**src/rtl/scan_pkg.sv**
```systemverilog
package scan_pkg;
  typedef enum logic [2:0] {
    ST_IDLE,
    ST_FLUSH1,
    ST_FLUSH0,
    ST_LOAD,
    ST_CAPTURE,
    ST_UNLD_LD,
    ST_DONE
  } seq_st_t;
endpackage

```
**src/rtl/scan_cell.sv**
```systemverilog
module scan_cell (
  input  logic clk,
  input  logic rst_n,
  input  logic mode,
  input  logic func_d,
  input  logic chain_d,
  output logic q
);
  logic d_sel;

  always_comb d_sel = mode ? chain_d : func_d;

  always_ff @(posedge clk or negedge rst_n) begin
    if (!rst_n) q <= 1'b0;
    else        q <= d_sel;
  end
endmodule

```
**src/rtl/scan_chain.sv**
```systemverilog
module scan_chain #(
  parameter int   N          = 12,
  parameter int   CELL_FAULT = -1,
  parameter logic FAULT_VAL  = 1'b0
) (
  input  logic         clk,
  input  logic         rst_n,
  input  logic         mode,
  input  logic         si,
  input  logic [N-1:0] nxt,
  output logic [N-1:0] q,
  output logic         so
);
  logic [N-1:0] chain_d;
  logic [N-1:0] q_raw;

  for (genvar gi = 0; gi < N; gi++) begin : g_cell
    if (gi == 0) begin : g_head
      assign chain_d[gi] = si;
    end else begin : g_link
      assign chain_d[gi] = q[gi-1];
    end

    scan_cell u_cell (
      .clk     (clk),
      .rst_n   (rst_n),
      .mode    (mode),
      .func_d  (nxt[gi]),
      .chain_d (chain_d[gi]),
      .q       (q_raw[gi])
    );

    if (gi == CELL_FAULT) begin : g_stuck
      assign q[gi] = FAULT_VAL;
    end else begin : g_clean
      assign q[gi] = q_raw[gi];
    end
  end

  assign so = q[N-1];
endmodule

```
**src/rtl/cut_next.sv**
```systemverilog
module cut_next #(
  parameter int   N         = 12,
  parameter int   PI_W      = 4,
  parameter int   NS_FAULT  = -1,
  parameter logic FAULT_VAL = 1'b0
) (
  input  logic [N-1:0]    st,
  input  logic [PI_W-1:0] pin,
  output logic [N-1:0]    nxt
);
  logic [N-1:0] nxt_raw;

  always_comb nxt_raw = {st[N-2:0], st[N-1]} ^ N'(pin);

  for (genvar gi = 0; gi < N; gi++) begin : g_bit
    if (gi == NS_FAULT) begin : g_stuck
      assign nxt[gi] = FAULT_VAL;
    end else begin : g_clean
      assign nxt[gi] = nxt_raw[gi];
    end
  end
endmodule

```
**src/rtl/scan_ctrl.sv**
```systemverilog
module scan_ctrl
  import scan_pkg::*;
#(
  parameter int N    = 12,
  parameter int PI_W = 4,
  parameter int NPAT = 6,
  localparam int PW  = $clog2(NPAT + 1),
  localparam int CW  = $clog2(2 * N)
) (
  input  logic            clk,
  input  logic            rst_n,
  input  logic            start,
  input  logic            so,
  input  logic [N-1:0]    exp_st,
  output logic            mode,
  output logic            si,
  output logic            capture,
  output logic [N-1:0]    pat_cur,
  output logic [PI_W-1:0] pi_cur,
  output logic            busy,
  output logic            done,
  output logic            fail,
  output logic [PW-1:0]   fail_pat,
  output logic [PW-1:0]   pat_cnt
);
  seq_st_t       st_q, st_n;
  logic [CW-1:0] cnt_q, cnt_n;
  logic [PW-1:0] pidx_q, pidx_n;
  logic [PW-1:0] pcnt_q, pcnt_n;
  logic [PW-1:0] fpat_q, fpat_n;
  logic          fail_q, fail_n;
  logic [7:0]    h_cur, h_nxt;
  logic [N-1:0]  pat_nxt;
  logic          chk_en, chk_bit, mism;
  logic          last_shift, last_flush, upper_half, last_pat;

  function automatic logic [7:0] hsh(input logic [15:0] k);
    logic [15:0] m;
    m = k * 16'd37 + 16'd11;
    return m[7:0];
  endfunction

  // bit selected MSB first: shift count c addresses bit N-1-c
  function automatic logic pick(input logic [N-1:0] v, input logic [CW-1:0] c);
    logic r;
    r = 1'b0;
    for (int i = 0; i < N; i++)
      if (c == CW'(N - 1 - i)) r = v[i];
    return r;
  endfunction

  always_comb begin
    h_cur = hsh(16'(pidx_q));
    h_nxt = hsh(16'(pidx_q) + 16'd1);
    for (int i = 0; i < N; i++) begin
      pat_cur[i] = h_cur[i % 8];
      pat_nxt[i] = h_nxt[i % 8];
    end
    for (int j = 0; j < PI_W; j++) pi_cur[j] = h_cur[7 - j];
  end

  always_comb begin
    last_shift = (cnt_q == CW'(N - 1));
    last_flush = (cnt_q == CW'(2 * N - 1));
    upper_half = (cnt_q >= CW'(N));
    last_pat   = (pidx_q == PW'(NPAT));
    mode       = (st_q == ST_FLUSH1) || (st_q == ST_FLUSH0) ||
                 (st_q == ST_LOAD)   || (st_q == ST_UNLD_LD);
    capture    = (st_q == ST_CAPTURE);
    busy       = (st_q != ST_IDLE) && (st_q != ST_DONE);
    done       = (st_q == ST_DONE);
    si         = 1'b0;
    chk_en     = 1'b0;
    chk_bit    = 1'b0;
    case (st_q)
      ST_FLUSH1:  begin si = 1'b1; chk_en = upper_half; chk_bit = 1'b1; end
      ST_FLUSH0:  begin chk_en = upper_half; end
      ST_LOAD:    si = pick(pat_cur, cnt_q);
      ST_UNLD_LD: begin
        si      = last_pat ? 1'b0 : pick(pat_nxt, cnt_q);
        chk_en  = 1'b1;
        chk_bit = pick(exp_st, cnt_q);
      end
      default: ;
    endcase
    mism = chk_en && (so != chk_bit);
  end

  always_comb begin
    st_n   = st_q;
    cnt_n  = cnt_q;
    pidx_n = pidx_q;
    pcnt_n = pcnt_q;
    fail_n = fail_q;
    fpat_n = fpat_q;
    if (mism && !fail_q) begin
      fail_n = 1'b1;
      fpat_n = pidx_q;
    end
    case (st_q)
      ST_IDLE, ST_DONE: if (start) begin
        st_n   = ST_FLUSH1;
        cnt_n  = '0;
        pidx_n = '0;
        pcnt_n = '0;
        fail_n = 1'b0;
        fpat_n = '0;
      end
      ST_FLUSH1: begin
        cnt_n = cnt_q + 1'b1;
        if (last_flush) begin st_n = ST_FLUSH0; cnt_n = '0; end
      end
      ST_FLUSH0: begin
        cnt_n = cnt_q + 1'b1;
        if (last_flush) begin st_n = ST_LOAD; cnt_n = '0; pidx_n = PW'(1); end
      end
      ST_LOAD: begin
        cnt_n = cnt_q + 1'b1;
        if (last_shift) begin st_n = ST_CAPTURE; cnt_n = '0; end
      end
      ST_CAPTURE: st_n = ST_UNLD_LD;
      ST_UNLD_LD: begin
        cnt_n = cnt_q + 1'b1;
        if (last_shift) begin
          cnt_n  = '0;
          pcnt_n = pcnt_q + 1'b1;
          if (last_pat) st_n = ST_DONE;
          else begin st_n = ST_CAPTURE; pidx_n = pidx_q + 1'b1; end
        end
      end
      default: st_n = ST_IDLE;
    endcase
  end

  always_ff @(posedge clk or negedge rst_n) begin
    if (!rst_n) begin
      st_q   <= ST_IDLE;
      cnt_q  <= '0;
      pidx_q <= '0;
      pcnt_q <= '0;
      fail_q <= 1'b0;
      fpat_q <= '0;
    end else begin
      st_q   <= st_n;
      cnt_q  <= cnt_n;
      pidx_q <= pidx_n;
      pcnt_q <= pcnt_n;
      fail_q <= fail_n;
      fpat_q <= fpat_n;
    end
  end

  assign fail     = fail_q;
  assign fail_pat = fpat_q;
  assign pat_cnt  = pcnt_q;
endmodule

```
**src/rtl/scan_seq_top.sv**
```systemverilog
module scan_seq_top #(
  parameter int   N          = 12,
  parameter int   PI_W       = 4,
  parameter int   NPAT       = 6,
  parameter int   CELL_FAULT = -1,
  parameter int   NS_FAULT   = -1,
  parameter logic FAULT_VAL  = 1'b0,
  localparam int  PW         = $clog2(NPAT + 1)
) (
  input  logic            clk,
  input  logic            rst_n,
  input  logic            start,
  input  logic [PI_W-1:0] func_in,
  output logic [PI_W-1:0] func_out,
  output logic            scan_mode,
  output logic            scan_si,
  output logic            scan_so,
  output logic            busy,
  output logic            done,
  output logic            fail,
  output logic [PW-1:0]   fail_pat,
  output logic [PW-1:0]   pat_cnt
);
  logic [N-1:0]    st, nxt, pat_cur, exp_st;
  logic [PI_W-1:0] pi_cur, pi_eff;
  logic            capture;

  assign pi_eff   = capture ? pi_cur : func_in;
  assign func_out = st[PI_W-1:0] ^ pi_eff;

  scan_chain #(.N(N), .CELL_FAULT(CELL_FAULT), .FAULT_VAL(FAULT_VAL)) u_chain (
    .clk   (clk),
    .rst_n (rst_n),
    .mode  (scan_mode),
    .si    (scan_si),
    .nxt   (nxt),
    .q     (st),
    .so    (scan_so)
  );

  cut_next #(.N(N), .PI_W(PI_W), .NS_FAULT(NS_FAULT), .FAULT_VAL(FAULT_VAL)) u_cut (
    .st  (st),
    .pin (pi_eff),
    .nxt (nxt)
  );

  cut_next #(.N(N), .PI_W(PI_W), .NS_FAULT(-1), .FAULT_VAL(1'b0)) u_gold (
    .st  (pat_cur),
    .pin (pi_cur),
    .nxt (exp_st)
  );

  scan_ctrl #(.N(N), .PI_W(PI_W), .NPAT(NPAT)) u_ctrl (
    .clk      (clk),
    .rst_n    (rst_n),
    .start    (start),
    .so       (scan_so),
    .exp_st   (exp_st),
    .mode     (scan_mode),
    .si       (scan_si),
    .capture  (capture),
    .pat_cur  (pat_cur),
    .pi_cur   (pi_cur),
    .busy     (busy),
    .done     (done),
    .fail     (fail),
    .fail_pat (fail_pat),
    .pat_cnt  (pat_cnt)
  );
endmodule

```
**config.mk**
```make
export PLATFORM = sky130hd
export DESIGN_NAME = scan_seq_top
export DESIGN_NICKNAME = d
export VERILOG_FILES = /design/src/rtl/scan_pkg.sv /design/src/rtl/scan_cell.sv /design/src/rtl/scan_chain.sv /design/src/rtl/cut_next.sv /design/src/rtl/scan_ctrl.sv /design/src/rtl/scan_seq_top.sv
export SDC_FILE = /design/constraint.sdc
export NUM_CORES = 1
export LEC_CHECK = 0
export BUFFER_PORTS_ARGS = -buffer_cell sky130_fd_sc_hd__buf_2
export CAP_MARGIN = 20
export CELL_PAD_IN_SITES_DETAIL_PLACEMENT = 0
export CELL_PAD_IN_SITES_GLOBAL_PLACEMENT = 1
export CORE_MARGIN = 4
export CORE_UTILIZATION = 43
export CTS_BUF_LIST = sky130_fd_sc_hd__clkbuf_2 sky130_fd_sc_hd__clkbuf_4 sky130_fd_sc_hd__clkbuf_8
export CTS_CLUSTER_DIAMETER = 100
export DETAILED_ROUTE_END_ITERATION = 6
export GPL_TIMING_DRIVEN = 1
export PLACE_DENSITY_LB_ADDON = 0.3
export SLEW_MARGIN = 30
export SYNTH_ARGS = -nofsm -noshare
export SYNTH_HDL_FRONTEND = slang
export SYNTH_SLANG_ARGS = --single-unit
```
**constraint.sdc**
```tcl
create_clock -name clk -period 3.8 [get_ports clk]
set_clock_uncertainty 0.05 [all_clocks]
set_input_delay 0.76 -clock clk [delete_from_list [all_inputs] [get_ports clk]]
set_output_delay 0.76 -clock clk [all_outputs]
set_load 0.05 [all_outputs]
```
==> impl_metrics.py <==
metrics = {
    "cts": {
        "holdBufCountCts": 0,
        "root_buffer": "clkbuf_8",
        "clock_sinks": 30,
        "cts_tree": "built",
        "clk_path_buf_depth": 2,
        "numCtsBuffers": 5,
        "path_clk_slew_ps": 70,
        "clk_latency_ps": 290,
        "htreeDepth": 2,
    },
    "finish": {
        "diodes": 0,
        "finalNetCount": 417,
        "final_core_util_pct": 59.5,
        "instances_no_fill": 456,
        "final.fill_count": 556,
        "multi_input_comb_area_um2": 2280,
        "final_common_cell": "buf_4",
        "most-common-layout-cells": "39 x buf_4, 33 x nand2_1, 27 x dfrtp_1",
        "drive_above_1_share_pct": 34.6,
        "seq_area_um2": 754,
        "syn_to_final_growth_pct": 34.4,
    },
    "sta": {
        "rsz0062_at_grt": "yes",
        "period_share_pct": 110,
        "max-slew-margin-rel_pct": 54.5,
        "max_freq_mhz": 240,
        "setup_viol": 1,
        "hold_viol": 0,
        "worst_slack_ps": -367,
        "min_period_ps": 4170,
        "drv_slew": 0,
        "tightest_slew_ps": 683,
        "hold-worst-slack_ps": 299,
    },
    "floorplan": {
        "die_h_um": 88.6,
        "start_util_pct": 44.3,
        "rows": 29,
        "ioPinCount": 23,
        "dieArea_um2": 7850,
        "core_um2": 6310,
        "die_w_um": 88.6,
    },
    "hold_path": {
        "hold_class": "flip-flop to flip-flop",
    },
    "power_and_ir_drop": {
        "powerDensity_nw_per_um2": 813,
        "peakVddDrop_uv": 547,
        "finalPower_mw": 3.06,
        "p_leak_nw": 1.63,
    },
    "drt": {
        "wire_per_inst_um": 17.5,
        "drt_iter0_drc": 206,
        "route.detailed.drc": 0,
        "drt_pre_antenna_iters": 4,
        "wirelength_um": 7960,
        "ant_nets": 0,
        "dr_total_vias": 2627,
        "via_per_inst": 5.76,
    },
    "yosys": {
        "yosysSeqAreaShare_pct": 26.9,
        "async_flop_share_pct": 100,
        "ys.flop_type": "dfrtp_1",
        "yosysWarningCount": 0,
        "synth_edf_count": 0,
        "syn_inst": 324,
        "ys_ff_latch": 30,
        "synth_cell_types": 62,
        "synth.net_count": 363,
        "netlist_area_um2": 2800,
        "avgSynthCellArea_um2": 8.63,
    },
    "global_route": {
        "grt_max_degree": 31,
        "gr-total-overflow": 0,
        "track_usage_pct": 21.8,
        "grt_pass1_wl_um": 13200,
        "first_global_vias": 2670,
        "antenna_found_initial": 0,
    },
    "worst_setup_path": {
        "worstPathCellList": "ha_4 -> ha_4 -> inv_4 -> ha_4 -> ha_4 -> ha_4 -> a221o_1 -> a21o_1 -> a21oi_2 -> xnor2_1 -> o221a_2 -> o2111a_1 -> o31ai_4 -> nand2_2 -> buf_8",
        "slowest_delay_ps": 470,
        "required_ps": 2990,
        "cp.arrival_ps": 3360,
        "crit_top_cell": "ha_4",
        "criticalPathCategory": "flip-flop to output pin",
        "crit_fanout": 4,
        "critPathSlowestCell": "dfrtp_2",
        "worstSetupStartpointType": "flip-flop",
        "critPathCaptureType": "output pin",
    },
    "status": {
        "violations": "setup timing",
        "status": "finished with violations",
    },
    "placement": {
        "gp_congestion": 0.929,
        "dp_hpwl_um": 5930,
        "dp_cells": 445,
        "io_buffers": 22,
        "place_ws_ps": -181,
    },
    "flow_run": {
        "cap_violations": 0,
    },
}
-- per-layer routing --
layer / GRT usage (%) / up-vias / part of all wire [%]
met5: 0 / - / 0
met4: 6.73 / 0 / 1.6
met3: 3.17 / 14 / 4.7
met2: 36.0 / 79 / 48
met1: 29.4 / 1251 / 46
li1: - / 1283 / -
-- cell usage after synthesis, drive strengths merged (6+ instances only) --
library cell	count	area [um^2]
dfrtp	30	751
inv	20	75.1
nor3	8	40.0
mux2i	6	63.8
ha	31	388
o21ai	17	85.1
a21oi	22	110
xnor2	20	183
nand2	34	128
a21o	6	45.0
xor2	6	52.6
nand3	14	70.1
nor2	19	71.3
clkbuf	8	30.0
nand2b	6	37.5
-- state kept, by name, summed over array words and instances (netlist names) --
name	cells
u_ctrl.st_q	3
u_ctrl.fail	1
u_ctrl.fail_pat	3
u_ctrl.cnt_q	5
u_ctrl.pat_cnt	3
u_chain.g_cell.u_cell.q	12
u_ctrl.pidx_q	3
-- stage by stage --
step                      instance area, um^2  setup TNS [ps]
after CTS                                3620            -401
final                                    3760            -367
after floorplan                          2890           -49.6
after global placement                   3310           -96.8
after global routing                     3760            -561
after detailed placement                 3310            -181
-- power breakdown --
part | internal [mW] | total (mW) | switching, mW
registers | 0.433 | 0.586 | 0.153
clock network | 0.146 | 0.282 | 0.137
logic | 0.958 | 2.19 | 1.23
total | 1.54 | 3.06 | 1.52
-- final timing paths --
path,start,end,slack (ps),cells after the start
max,u_ctrl.pidx_q[2],scan_si,-370,15
max reg2reg,u_ctrl.pidx_q[0],u_ctrl.fail_pat[1],290,16
min reg2reg,u_chain.g_cell[8].u_cell.q,u_chain.g_cell[9].u_cell.q,300,0
min,u_chain.g_cell[8].u_cell.q,u_chain.g_cell[9].u_cell.q,300,0
max in group asynchronous,rst_n,u_ctrl.pidx_q[1],2750,1
min in group asynchronous,rst_n,u_chain.g_cell[3].u_cell.q,440,1
-- critical path: cells and delay by family, from the launching register on --
kind            cells  cell delay (ps)
buf+inv             2              220
fa+ha+maj           5              940
simple gates        1               90
compound gates      6             1250
xor+xnor            1               90
flops               1              470
-- repair_timing --
item                                    CTS  global route
buffers inserted                          3             2
gates resized for setup                  32            23
pin swaps                                10            12
endpoints found under the setup margin    5             8
-- logic make-up (layout without fill, tap and decap cells) --
kind of cell,after synthesis,after routing,synth area share [%]
flip-flops,30,30,26.9
AO/OA/AOI/OAI,85,85,21.6
buffers and inverters,33,88,4.83
adder cells (fa/ha/maj),32,32,14.6
XOR/XNOR,26,26,8.42
multiplexers,11,11,4.30
AND/OR/NAND/NOR,107,107,19.4
-- layout make-up --
class,count,share of cell area (%)
inverter,20,2.26
clock buffer,6,2.20
sequential,30,20.1
multi-input combinational,261,60.6
tap,77,2.56
timing repair buffer,60,11.9
clock inverter,2,0.333
(Power assumes the default switching activity.)
